--- config.mk ---
export PLATFORM = sky130hd
export DESIGN_NAME = spi_reg_access
export DESIGN_NICKNAME = d
export VERILOG_FILES = /design/src/rtl/spi_reg_access.sv
export SDC_FILE = /design/constraint.sdc
export NUM_CORES = 1
export LEC_CHECK = 0
export BUFFER_PORTS_ARGS = -buffer_cell sky130_fd_sc_hd__buf_2
export CAP_MARGIN = 5
export CORE_UTILIZATION = 45
export DETAILED_ROUTE_END_ITERATION = 8
export PLACE_DENSITY = 0.74
export SLEW_MARGIN = 20
export SYNTH_ARGS = -nofsm -noshare
export SYNTH_HDL_FRONTEND = slang
export SYNTH_SLANG_ARGS = --single-unit
--- constraint.sdc ---
create_clock -name clk -period 2.27 [get_ports clk]
set_clock_uncertainty 0.05 [all_clocks]
set_input_delay 0.454 -clock clk [delete_from_list [all_inputs] [get_ports clk]]
set_output_delay 0.454 -clock clk [all_outputs]
set_load 0.005 [all_outputs]
--- src/rtl/spi_reg_access.sv ---
module spi_reg_access #(
  parameter int SYNC_STAGES = 2
) (
  input  logic       clk,
  input  logic       rst_n,
  input  logic       ce_i,
  input  logic       sck_i,
  input  logic       mosi_i,
  output logic       miso_d,
  output logic       miso_oe,
  output logic [5:0] reg_addr,
  output logic       reg_we,
  output logic [7:0] reg_wdata,
  output logic       reg_re,
  input  logic [7:0] reg_rdata
);

  localparam int LAST = SYNC_STAGES - 1;

  typedef enum logic [1:0] {PH_ADDR, PH_WR, PH_RD, PH_SKIP} phase_t;

  logic [LAST:0] ce_sh, sck_sh, mosi_sh;
  logic          ce_s, sck_s, mosi_s, ce_d, sck_d, cpol;
  logic          active, strobe, shift, byte_end;
  phase_t        phase;
  logic [2:0]    bitcnt;
  logic [6:0]    rx;
  logic [7:0]    rx_next, tx, wdata_q;
  logic [5:0]    addr;
  logic          we_q, re_q, adv_q, ld_q, oe_q, miso_q;

  function automatic logic rd_ok(input logic [5:0] a);
    return !a[5] || (a[4:0] <= 5'h06) || (a[4:0] >= 5'h10 && a[4:0] <= 5'h12);
  endfunction

  function automatic logic wr_ok(input logic [5:0] a);
    return !a[5] || (a[4:0] <= 5'h06) || (a[4:0] >= 5'h08 && a[4:0] <= 5'h0A) ||
           (a[4:0] == 5'h11) || (a[4:0] == 5'h12);
  endfunction

  always_ff @(posedge clk or negedge rst_n) begin
    if (!rst_n) begin
      ce_sh   <= '0;
      sck_sh  <= '0;
      mosi_sh <= '0;
      ce_d    <= 1'b0;
      sck_d   <= 1'b0;
      cpol    <= 1'b0;
    end else begin
      ce_sh   <= {ce_sh[LAST-1:0], ce_i};
      sck_sh  <= {sck_sh[LAST-1:0], sck_i};
      mosi_sh <= {mosi_sh[LAST-1:0], mosi_i};
      ce_d    <= ce_s;
      sck_d   <= sck_s;
      if (ce_s && !ce_d) cpol <= sck_s;
    end
  end

  assign ce_s     = ce_sh[LAST];
  assign sck_s    = sck_sh[LAST];
  assign mosi_s   = mosi_sh[LAST];
  assign active   = ce_s && ce_d;
  assign strobe   = active && (sck_s != sck_d) && (sck_s == cpol);
  assign shift    = active && (sck_s != sck_d) && (sck_s != cpol);
  assign rx_next  = {rx, mosi_s};
  assign byte_end = strobe && (bitcnt == 3'd7);

  always_ff @(posedge clk or negedge rst_n) begin
    if (!rst_n) begin
      phase   <= PH_ADDR;
      bitcnt  <= 3'd0;
      rx      <= '0;
      tx      <= '0;
      addr    <= '0;
      wdata_q <= '0;
      we_q    <= 1'b0;
      re_q    <= 1'b0;
      adv_q   <= 1'b0;
      ld_q    <= 1'b0;
      oe_q    <= 1'b0;
      miso_q  <= 1'b0;
    end else begin
      we_q  <= 1'b0;
      re_q  <= 1'b0;
      adv_q <= 1'b0;
      ld_q  <= 1'b0;
      if (!ce_s) begin
        phase  <= PH_ADDR;
        bitcnt <= 3'd0;
        oe_q   <= 1'b0;
      end else begin
        if (strobe) begin
          rx     <= rx_next[6:0];
          bitcnt <= bitcnt + 3'd1;
        end
        if (byte_end) begin
          case (phase)
            PH_ADDR: begin
              if (rx_next[6]) begin
                phase <= PH_SKIP;
              end else begin
                addr  <= rx_next[5:0];
                phase <= rx_next[7] ? PH_WR : PH_RD;
                ld_q  <= !rx_next[7];
              end
            end
            PH_WR: begin
              wdata_q <= rx_next;
              we_q    <= wr_ok(addr);
              adv_q   <= 1'b1;
            end
            PH_RD: begin
              re_q  <= rd_ok(addr);
              adv_q <= 1'b1;
            end
            default: ;
          endcase
        end
        if (adv_q) begin
          addr <= {addr[5], addr[4:0] + 5'd1};
          ld_q <= (phase == PH_RD);
        end
        if (ld_q) tx <= rd_ok(addr) ? reg_rdata : 8'h00;
        if (shift && phase == PH_RD) begin
          miso_q <= tx[7];
          tx     <= {tx[6:0], 1'b0};
          oe_q   <= 1'b1;
        end
      end
    end
  end

  assign miso_d    = miso_q;
  assign miso_oe   = oe_q;
  assign reg_addr  = addr;
  assign reg_we    = we_q;
  assign reg_wdata = wdata_q;
  assign reg_re    = re_q;


  wr_quiet_chk: assert property (@(posedge clk) disable iff (!rst_n)
    (phase == PH_WR || phase == PH_ADDR || phase == PH_SKIP) && !oe_q |=> !miso_oe || phase == PH_RD);


  ce_release_chk: assert property (@(posedge clk) disable iff (!rst_n)
    !ce_s |=> !miso_oe && !reg_we && !reg_re);


  we_pulse_chk: assert property (@(posedge clk) disable iff (!rst_n)
    reg_we |=> !reg_we);


  we_step_chk: assert property (@(posedge clk) disable iff (!rst_n)
    reg_we && ce_s |=> reg_addr == {$past(reg_addr[5]), $past(reg_addr[4:0]) + 5'd1});


  status_ro_chk: assert property (@(posedge clk) disable iff (!rst_n)
    reg_we |-> reg_addr != 6'h30);


  re_readable_chk: assert property (@(posedge clk) disable iff (!rst_n)
    reg_re |-> !(reg_addr[5] && reg_addr[4:0] >= 5'h07 && reg_addr[4:0] <= 5'h0F));


  skip_inert_chk: assert property (@(posedge clk) disable iff (!rst_n)
    phase == PH_SKIP |-> !reg_we && !reg_re && !miso_oe);


  strobe_excl_chk: assert property (@(posedge clk) disable iff (!rst_n)
    !(reg_we && reg_re));

endmodule

; ---- Yosys cells after proc, flatten, opt, wreduce, memory -nomap -nowiden
; Index checks and enable logic that the tools add are counted.
[word_totals]
wordCells = 100
out_inout_bits = 18
reg_bits = 49
in_bits = 13
[classes]
n_eq_ne = 13
magnitude_cmp = 5
mux = 30
bitwise = 2
n_addsub = 2
n_reduce_logical = 29
[op_table]
columns = cell, n
row1 = 8-bit 2-to-1 mux, 3
row2 = 5-bit 2-to-1 mux, 4
row3 = 1-bit 2-to-1 mux, 16
row4 = 5-bit equality test (second input constant), 2
row5 = 2-bit 2-to-1 mux, 5
row6 = 2-bit by 1-bit inequality test with 1-bit output (second input constant), 5
row7 = 1-bit logical AND, 9
row8 = 2-bit AND reduction, 4
row9 = 3-bit 2-to-1 mux, 2
row10 = 2-bit nonzero test, 3
row11 = 5-bit by 1-bit adder with 5-bit output (second input constant), 1
row12 = 5-bit by 4-bit >= comparator with 1-bit output (second input constant), 1
row13 = 5-bit >= comparator (second input constant), 1
row14 = 5-bit by 3-bit <= comparator with 1-bit output (second input constant), 1
row15 = 5-bit by 4-bit <= comparator with 1-bit output (second input constant), 1
row16 = 5-bit <= comparator (second input constant), 1
row17 = 1-bit logical OR, 5
row18 = 5-bit AND reduction, 1
row19 = 4-bit AND reduction, 1
row20 = 3-bit by 1-bit adder with 3-bit output (second input constant), 1
row21 = 3-bit equality test (second input constant), 1
row22 = 1-bit logical NOT, 3
row23 = 3-bit AND reduction, 1
row24 = 2-bit by 1-bit equality test with 1-bit output (second input constant), 1
row25 = 6 further kinds, 8

; ---- Logic depth before layout (Yosys ltp)
; Gate-level depths: netlist of the first run.
[logic_depth]
ltp_word = 8
ltp_mapped = 6
depth_no_buf = 6

; ---- Worst setup path before layout of the first run
; OpenSTA, ideal clock, no wires.
[synth_timing]
path_kind = register to register
start = register sck_sh[1]
end = register addr[5] (netlist: reg_addr[5])
arrival_time_ns = 1.805
setup_slack_ns = 0.290
stages_incl_launch_ff = 5
setup_ns = 0.125
synth_period_minus_slack_ns = 1.980
required_ns = 2.095
n_path_buf = 0
cell_sequence = dfrtp_1 or3b_4 a2111oi_4 nor2b_1 mux2_2
[synth_between]
elab_chain_len = 5
word_cells_on_any_way = 6
cone_classes = eq/ne: 2 / reduce/logical: 4
[synth_lines]
columns = element, line
row1 = "start, declared", 22  ; logic [LAST:0] ce_sh, sck_sh, mosi_sh;
row2 = "start signal, assigned", 51  ; sck_sh <= {sck_sh[LAST-1:0], sck_i};
row3 = 1-bit inequality test, 63  ; assign strobe = active && (sck_s != sck_d) && (sck_s == cpol);
row4 = 1-bit logical AND, 63
row5 = 1-bit logical AND *, 63
row6 = 1-bit logical AND *, 66  ; assign byte_end = strobe && (bitcnt == 3'd7);
row7 = 5-bit AND reduction (no line) *, n/a
row8 = "end signal, assigned", 102  ; addr <= rx_next[5:0];
row9 = "end signal, assigned", 120  ; addr <= {addr[5], addr[4:0] + 5'd1};
row10 = "end, declared", 29  ; logic [5:0] addr;
; Every way passes the cells marked *; elsewhere a longest branch is shown, timed or not.
; A chain may end at the register's enable or synchronous reset.

; ---- Final worst setup path of the first run
[layout_timing]
start = register sck_sh[1]
end = register wdata_q[6] (netlist: reg_wdata[6])
[layout_between]
elab_chain_len = 5
word_cells_on_any_way = 6
cone_classes = eq/ne: 2 / reduce/logical: 4
[layout_lines]
columns = element, line
row1 = 1-bit inequality test, 63
row2 = 1-bit logical AND, 63
row3 = 1-bit logical AND *, 63
row4 = 1-bit logical AND *, 66
row5 = 3-bit AND reduction (no line) *, n/a
row6 = "end signal, assigned", 108  ; wdata_q <= rx_next;
row7 = "end, declared", 28  ; logic [7:0] rx_next, tx, wdata_q;
; Marks and branches as above.

==> results of run 1 <==
[worst max-delay path: stages (launching register included)]
cell	delay (ns)
dfrtp_1	0.43
or3b_4	0.43
a21oi_2	0.16
and3_1	0.45
mux2_2	0.39
[registers in the layout, indices dropped and copies added, names as in the netlist]
register and count:
reg_wdata 8, tx 8, rx 7, reg_addr 6
bitcnt 3, ce_sh 2, mosi_sh 2, phase 2
sck_sh 2, adv_q 1, ce_d 1, cpol 1
ld_q 1, miso_d 1, miso_oe 1, reg_re 1
reg_we 1, sck_d 1
[placed cells by master, fill, tap and decap left out, types with 2 or more instances in the layout]
master     n
nand3_1   11
mux2_2    19
nor2_1    12
and3_1     4
and3b_1    2
a31oi_1    7
mux2i_1    6
buf_2     30
dfrtp_1   49
inv_1      6
nor2b_1    2
o21ai_0    3
a21oi_1    3
nand2_1   21
buf_4      5
ha_1       8
clkbuf_8   6
xnor2_1    2
[per-stage QoR]
stage               util (%)  hold WS (ns)  power [mW]  cell area [um2]  worst slack, ns
finish                  55.6        0.0982        1.60             2510            0.255
global placement        53.6         0.283        1.11             2410            0.293
floorplan                  -         0.108        1.05             2180            0.290
detailed placement      53.6         0.286        1.11             2410            0.248
global route            55.6         0.134        1.68             2510            0.155
CTS                     55.5         0.117        1.62             2500            0.216
[layer usage]
metal,up-vias,part of all wire [%]
met4,0,1.0
met3,5,3.2
li1,711,-
met2,28,46
met1,727,50
met5,-,0
[worst max-delay path by stage]
stage | startpoint | to | slack (ns)
floorplan | sck_sh[1] | reg_addr[5] | 0.29
global route | sck_sh[1] | reg_addr[0] | 0.16
CTS | reg_addr[2] | tx[4] | 0.22
global placement | sck_sh[1] | reg_wdata[5] | 0.29
detailed placement | sck_sh[1] | reg_wdata[5] | 0.25
finish | sck_sh[1] | reg_wdata[6] | 0.26
[cell type report]
| cell class | count | area [um2] |
|---|---|---|
| fill | 383 | 2000 |
| sequential | 49 | 1230 |
| multi-input combinational | 120 | 898 |
| timing repair buffer | 36 | 208 |
| clock buffer | 7 | 86.3 |
| tap | 52 | 65.1 |
| inverter | 6 | 22.5 |
[kinds of logic (layout without fill, tap and decap cells)]
family / after synthesis / count (layout)
AOI/OAI and AO/OA: 26 / 26
xor gates and xnor gates: 3 / 3
adders and majority gates: 8 / 8
buffers and inverters: 14 / 49
DFF: 49 / 49
muxes: 25 / 25
and+or+nand+nor: 58 / 58
[power groups by stage]
| stage | Sequential [mW] | Clock [mW] | Combinational (mW) |
|---|---|---|---|
| after floorplan | 0.973 | 0 | 0.0772 |
| after global placement | 0.990 | 0 | 0.117 |
| after detailed placement | 0.990 | 0 | 0.124 |
| after CTS | 0.973 | 0.519 | 0.124 |
| after global routing | 0.984 | 0.558 | 0.135 |
| final | 0.973 | 0.502 | 0.121 |
==> metrics.md, run 1 <==
| Metric | Value |
|---|---|
| Final hold viol count | 0 |
| Setup Buffers After CTS | 0 |
| Core Area | 0.00450 mm2 |
| WL/cell | 14.8 um |
| Min-Delay Path Class | input pin to asynchronous set/reset pin |
| Sw frac | 23.1% |
| GRT Total Usage | 17.4% |
| Post-synth EDFFs | 0 |
| Share of layout cells above drive strength 1 | 30.3% |
| Ports | 31 |
| P per Cell Area | 637 mW/mm2 |
| Clk pwr share | 31.4% |
| Pint | 1.23 mW |
| Worst reg-to-reg path cell count | 4 |
| Pin count of the biggest net entering global routing | 26 |
| # diodes | 0 |
| Startpoint types | flip-flop |
| Post-Synthesis Cells | 183 |
| Max Cap Viol | 0 |
| Fin. max-slew vios | 0 |
| CTS tree | done |
| Iter 0 DRT Violations | 98 |
| Dpl cells | 263 |
| Syn Nets | 204 |
| Syn. warnings | 0 |
| Xor/xnor share of the synthesized area | 1.21% |
| VDD IR max | 535 uV |
| P&R area growth vs syn | 15.2% |
| CTS root buf | clkbuf_8 |
| Sw Pwr | 0.369 mW |
| Cts repair resizes | 0 |
| Sequential share of power | 61.0% |
| Crit path kind | flip-flop to flip-flop |
| Gr busiest metal | met2 |
| DR vias/cell | 5.45 |
| Die height | between 70 and 80 um |
| Worst reg-to-reg setup slack | 0.26 ns |
| Die ar. | 0.00512 mm2 |
| DP HPWL | 2740 um |
| Overall routed net length | between 3000 and 4000 um |
| Drt pass-1 iters | 4 |
| Global routing met1 resource utilization | 24.9% |
| CTS Buffer Depth | 2 |
| Primary FF master, synth | dfrtp_1 |
| R2r endpoint | reg_wdata[6] |
| GRT met2 Usage | 26.7% |
| Initial antenna violation count | 0 |
| Adder-cell share of the synthesized area | under 10% |
| Clk_lat worst skew | 0.29 ns |
| Post-synth top area share | a little under three fifths |
| Max Fclk | 496 MHz |
| RSZ-0062 raised after global routing | no |
| Synth Area in Compound Gates | 9.60% |
| Die X | 71.5 um |
| Grt met3 use | 4.36% |
| Yosys top cell by area | dfrtp_1 |
| Final setup fails | 0 |
| LEAKAGE | 1.26 nW |
| Largest cells by area after synthesis | dfrtp_1 56%, mux2_2 9.8%, ha_1 4.6%, nand2_1 3.6%, mux2i_1 2.8% |
| Fin crit share | approximately 89% |
| H-tree depth | 2 |
| # DRC | 0 |
| Global-route wire length before repair | 6830 um |
| # port buffers | 30 |
| Flops & latches, synth | 49 |
| Post-route insts no fill | 270 |
| Top-count cell post-synth | dfrtp_1 |
| Simple-gate area share of the yosys netlist | 12.9% |
| CP endpoint kind | flip-flop |
| Worst-path fanout max | 9 |
| CTS Buf Count | 5 |
| Unique cell type count in the Yosys netlist | 39 |
| Ys async rst share | 100% |
| Worst-Margin Slew | 0.706 ns |
| WP data required | 2.40 ns |
| Post-Syn Area per Cell | 11.9 um2 |
| Mux share of post-synthesis cell area | 12.6% |
| Commonest cells in the synthesized netlist | 49 x dfrtp_1, 21 x nand2_1, 19 x mux2_2 |
| Final setup TNS | 0 ns |
| Reg-to-Reg Start | sck_sh[1] |
| Hold buffers post-CTS | 0 |
| Clock sink total | 49 |
| Final worst path period need | 2.01 ns |
| Vias in the first global route | 1454 |
| Post-synthesis cell area | 0.00218 mm2 |
| Starting density of the core | between 40% and 50% |
| Combinational family with the most area after synthesis | simple AND/OR/NAND/NOR gates |
| Logic gate share of total power | roughly 7.6% |
| Worst Path Arrival | roughly 2.1 ns |
| Status | complete, no violations |
| Grt total ovfl | 0 |
| Final nets | 239 |
| Routed Antenna Nets | 0 |
| Reg clk slew, reported paths | ~0.08 ns |
| Sequential share of the synthesized area | 56.4% |
| Via Count | roughly 1500 |
| Final Wtd Congestion | 0.838 |
| Site Rows | 24 |
| Slew headroom | 52.8% |
Power figures use the tool's default switching activity.
==> inputs of run 2 (changes only) <==
--- a/config.mk
+++ b/config.mk
@@ -10,6 +10,7 @@
 export CORE_UTILIZATION = 45
 export DETAILED_ROUTE_END_ITERATION = 8
 export PLACE_DENSITY = 0.74
+export REMOVE_ABC_BUFFERS = 1
 export SLEW_MARGIN = 20
 export SYNTH_ARGS = -nofsm -noshare
 export SYNTH_HDL_FRONTEND = slang
==> metrics.md, run 2 (synthesized netlist as in run 1, its figures left out) <==
| Metric | Value |
|---|---|
| Max Fclk | 499 MHz |
| Fin crit share | 88.2% |
| Cts repair resizes | 0 |
| Iter 0 DRT Violations | 68 |
| Overall routed net length | 3990 um |
| Crit path kind | flip-flop to flip-flop |
| Clk_lat worst skew | 0.30 ns |
| Status | complete, no violations |
| Reg clk slew, reported paths | 0.09 ns |
| Worst Path Arrival | approximately 2.1 ns |
| Worst-path fanout max | 6 |
| RSZ-0062 raised after global routing | no |
| Worst-Margin Slew | 0.678 ns |
| Via Count | 1478 |
| Setup ws final | ~0.27 ns |
| Post-route insts no fill | 271 |
| Vias in the first global route | 1441 |
| WP data required | around 2.4 ns |
| Pin count of the biggest net entering global routing | 50 |
| CTS root buf | clkbuf_8 |
| Final setup fails | 0 |
| Initial antenna violation count | 0 |
| Die ar. | 0.00512 mm2 |
| P per Cell Area | 681 mW/mm2 |
| Final worst path period need | 2.00 ns |
| Core Area | 0.00450 mm2 |
| Pre-CTS WS | 0.260 ns |
| P&R area growth vs syn | 16.5% |
| Site Rows | 24 |
| # diodes | 0 |
| Die X | 71.5 um |
| Grt total ovfl | 0 |
| LEAKAGE | 1.27 nW |
| WL/cell | 14.7 um |
| Final hold viol count | 0 |
| CTS Buffer Depth | 2 |
| Slew headroom | around 55% |
| CTS tree | done |
| Starting density of the core | 48.3% |
| Fin. max-slew vios | 0 |
| Dpl cells | 263 |
| Leading cell types in the layout, fill and taps excluded | 49 x dfrtp_1, 30 x buf_2, 21 x nand2_1, 19 x mux2_2, 12 x nor2_1 |
| DP HPWL | 2710 um |
| CP endpoint kind | flip-flop |
| VDD IR max | 409 uV |
| Filler cells | 401 |
| Routed Antenna Nets | 0 |
| H-tree depth | 2 |
| Ports | 31 |
| Global-route wire length before repair | around 7000 um |
| Most common cell after layout, fill and taps aside | dfrtp_1 |
| # DRC | 0 |
| DR vias/cell | 5.45 |
| Drt pass-1 iters | 4 |
| Final setup TNS | 0 ns |
| Clock sink total | 49 |
| GRT Total Usage | between 10% and 20% |
| CTS Buf Count | 5 |
| Final Wtd Congestion | approximately 0.74 |
| Hold buffers post-CTS | 0 |
| Min-Delay Path Class | input pin to asynchronous set/reset pin |
| Die height | 71.5 um |
| # port buffers | 30 |
| Startpoint types | flip-flop |
| Max Cap Viol | 0 |
| Final nets | 239 |
| Share of layout cells above drive strength 1 | between 30% and 40% |
| Setup Buffers After CTS | 0 |
run 2: cell count changes in the layout (fill, tap and decap cells not counted):
| cell | change |
|---|---|
| bufinv_16 | +1 |
| clkinv_4 | +1 |
| clkinvlp_4 | +1 |
| clkbuf_8 | -1 |
| clkbuf_1 | -1 |
run 2: layout make-up:
type | count | area (um2) | area share, %
Multi-Input combinational cell | 120 | 898 | 35.4
Sequential cell | 49 | 1230 | 48.4
Tap cell | 52 | 65.1 | 2.57
Clock inverter | 3 | 46.3 | 1.83
Inverter | 6 | 22.5 | 0.888
Timing Repair Buffer | 36 | 208 | 8.19
Clock buffer | 5 | 68.8 | 2.71
run 2: routing by layer:
layer	vias to the layer above	part of all wire [%]	GRT usage, %
li1	714	-	-
met1	737	51	25.8
met2	25	45	25.9
met3	2	3.6	4.50
met4	0	0.58	5.23
met5	-	0	0
run 2: worst max-delay path, stage by stage, from the launching register on:
cell	delay, ns
dfrtp_1	0.43
or3b_4	0.44
a2111oi_4	0.39
buf_4	0.21
o21ai_4	0.09
mux2_2	0.29
run 2: worst paths after layout:
check / start / endpoint / slack (ns) / cells past startpoint
max: sck_sh[1] / reg_addr[4] / 0.27 / 5
min in group clk: mosi_i / mosi_sh[0] / 0.20 / 1
min reg2reg: mosi_sh[0] / mosi_sh[1] / 0.31 / 0
max reg2reg: sck_sh[1] / reg_addr[4] / 0.27 / 5
max in group asynchronous: rst_n / tx[5] / 1.87 / 2
min: rst_n / reg_we / 0.07 / 2
run 2: report_power, final:
part           switching [mW]  total [mW]  internal [mW]
registers              0.0574       0.980          0.922
clock network           0.298       0.628          0.330
logic                  0.0552       0.119         0.0635
run 2: stage by stage:
step	hold slack (ns)	util (%)	instance area (um2)	total power, mW
3_5_place_dp	0.292	53.6	2410	1.12
6_report	0.0695	56.3	2530	1.73
4_1_cts	0.0858	56.1	2530	1.74
5_1_grt	0.0915	56.3	2530	1.80
3_3_place_gp	0.287	53.6	2410	1.11
2_1_floorplan	0.108	-	2140	1.05
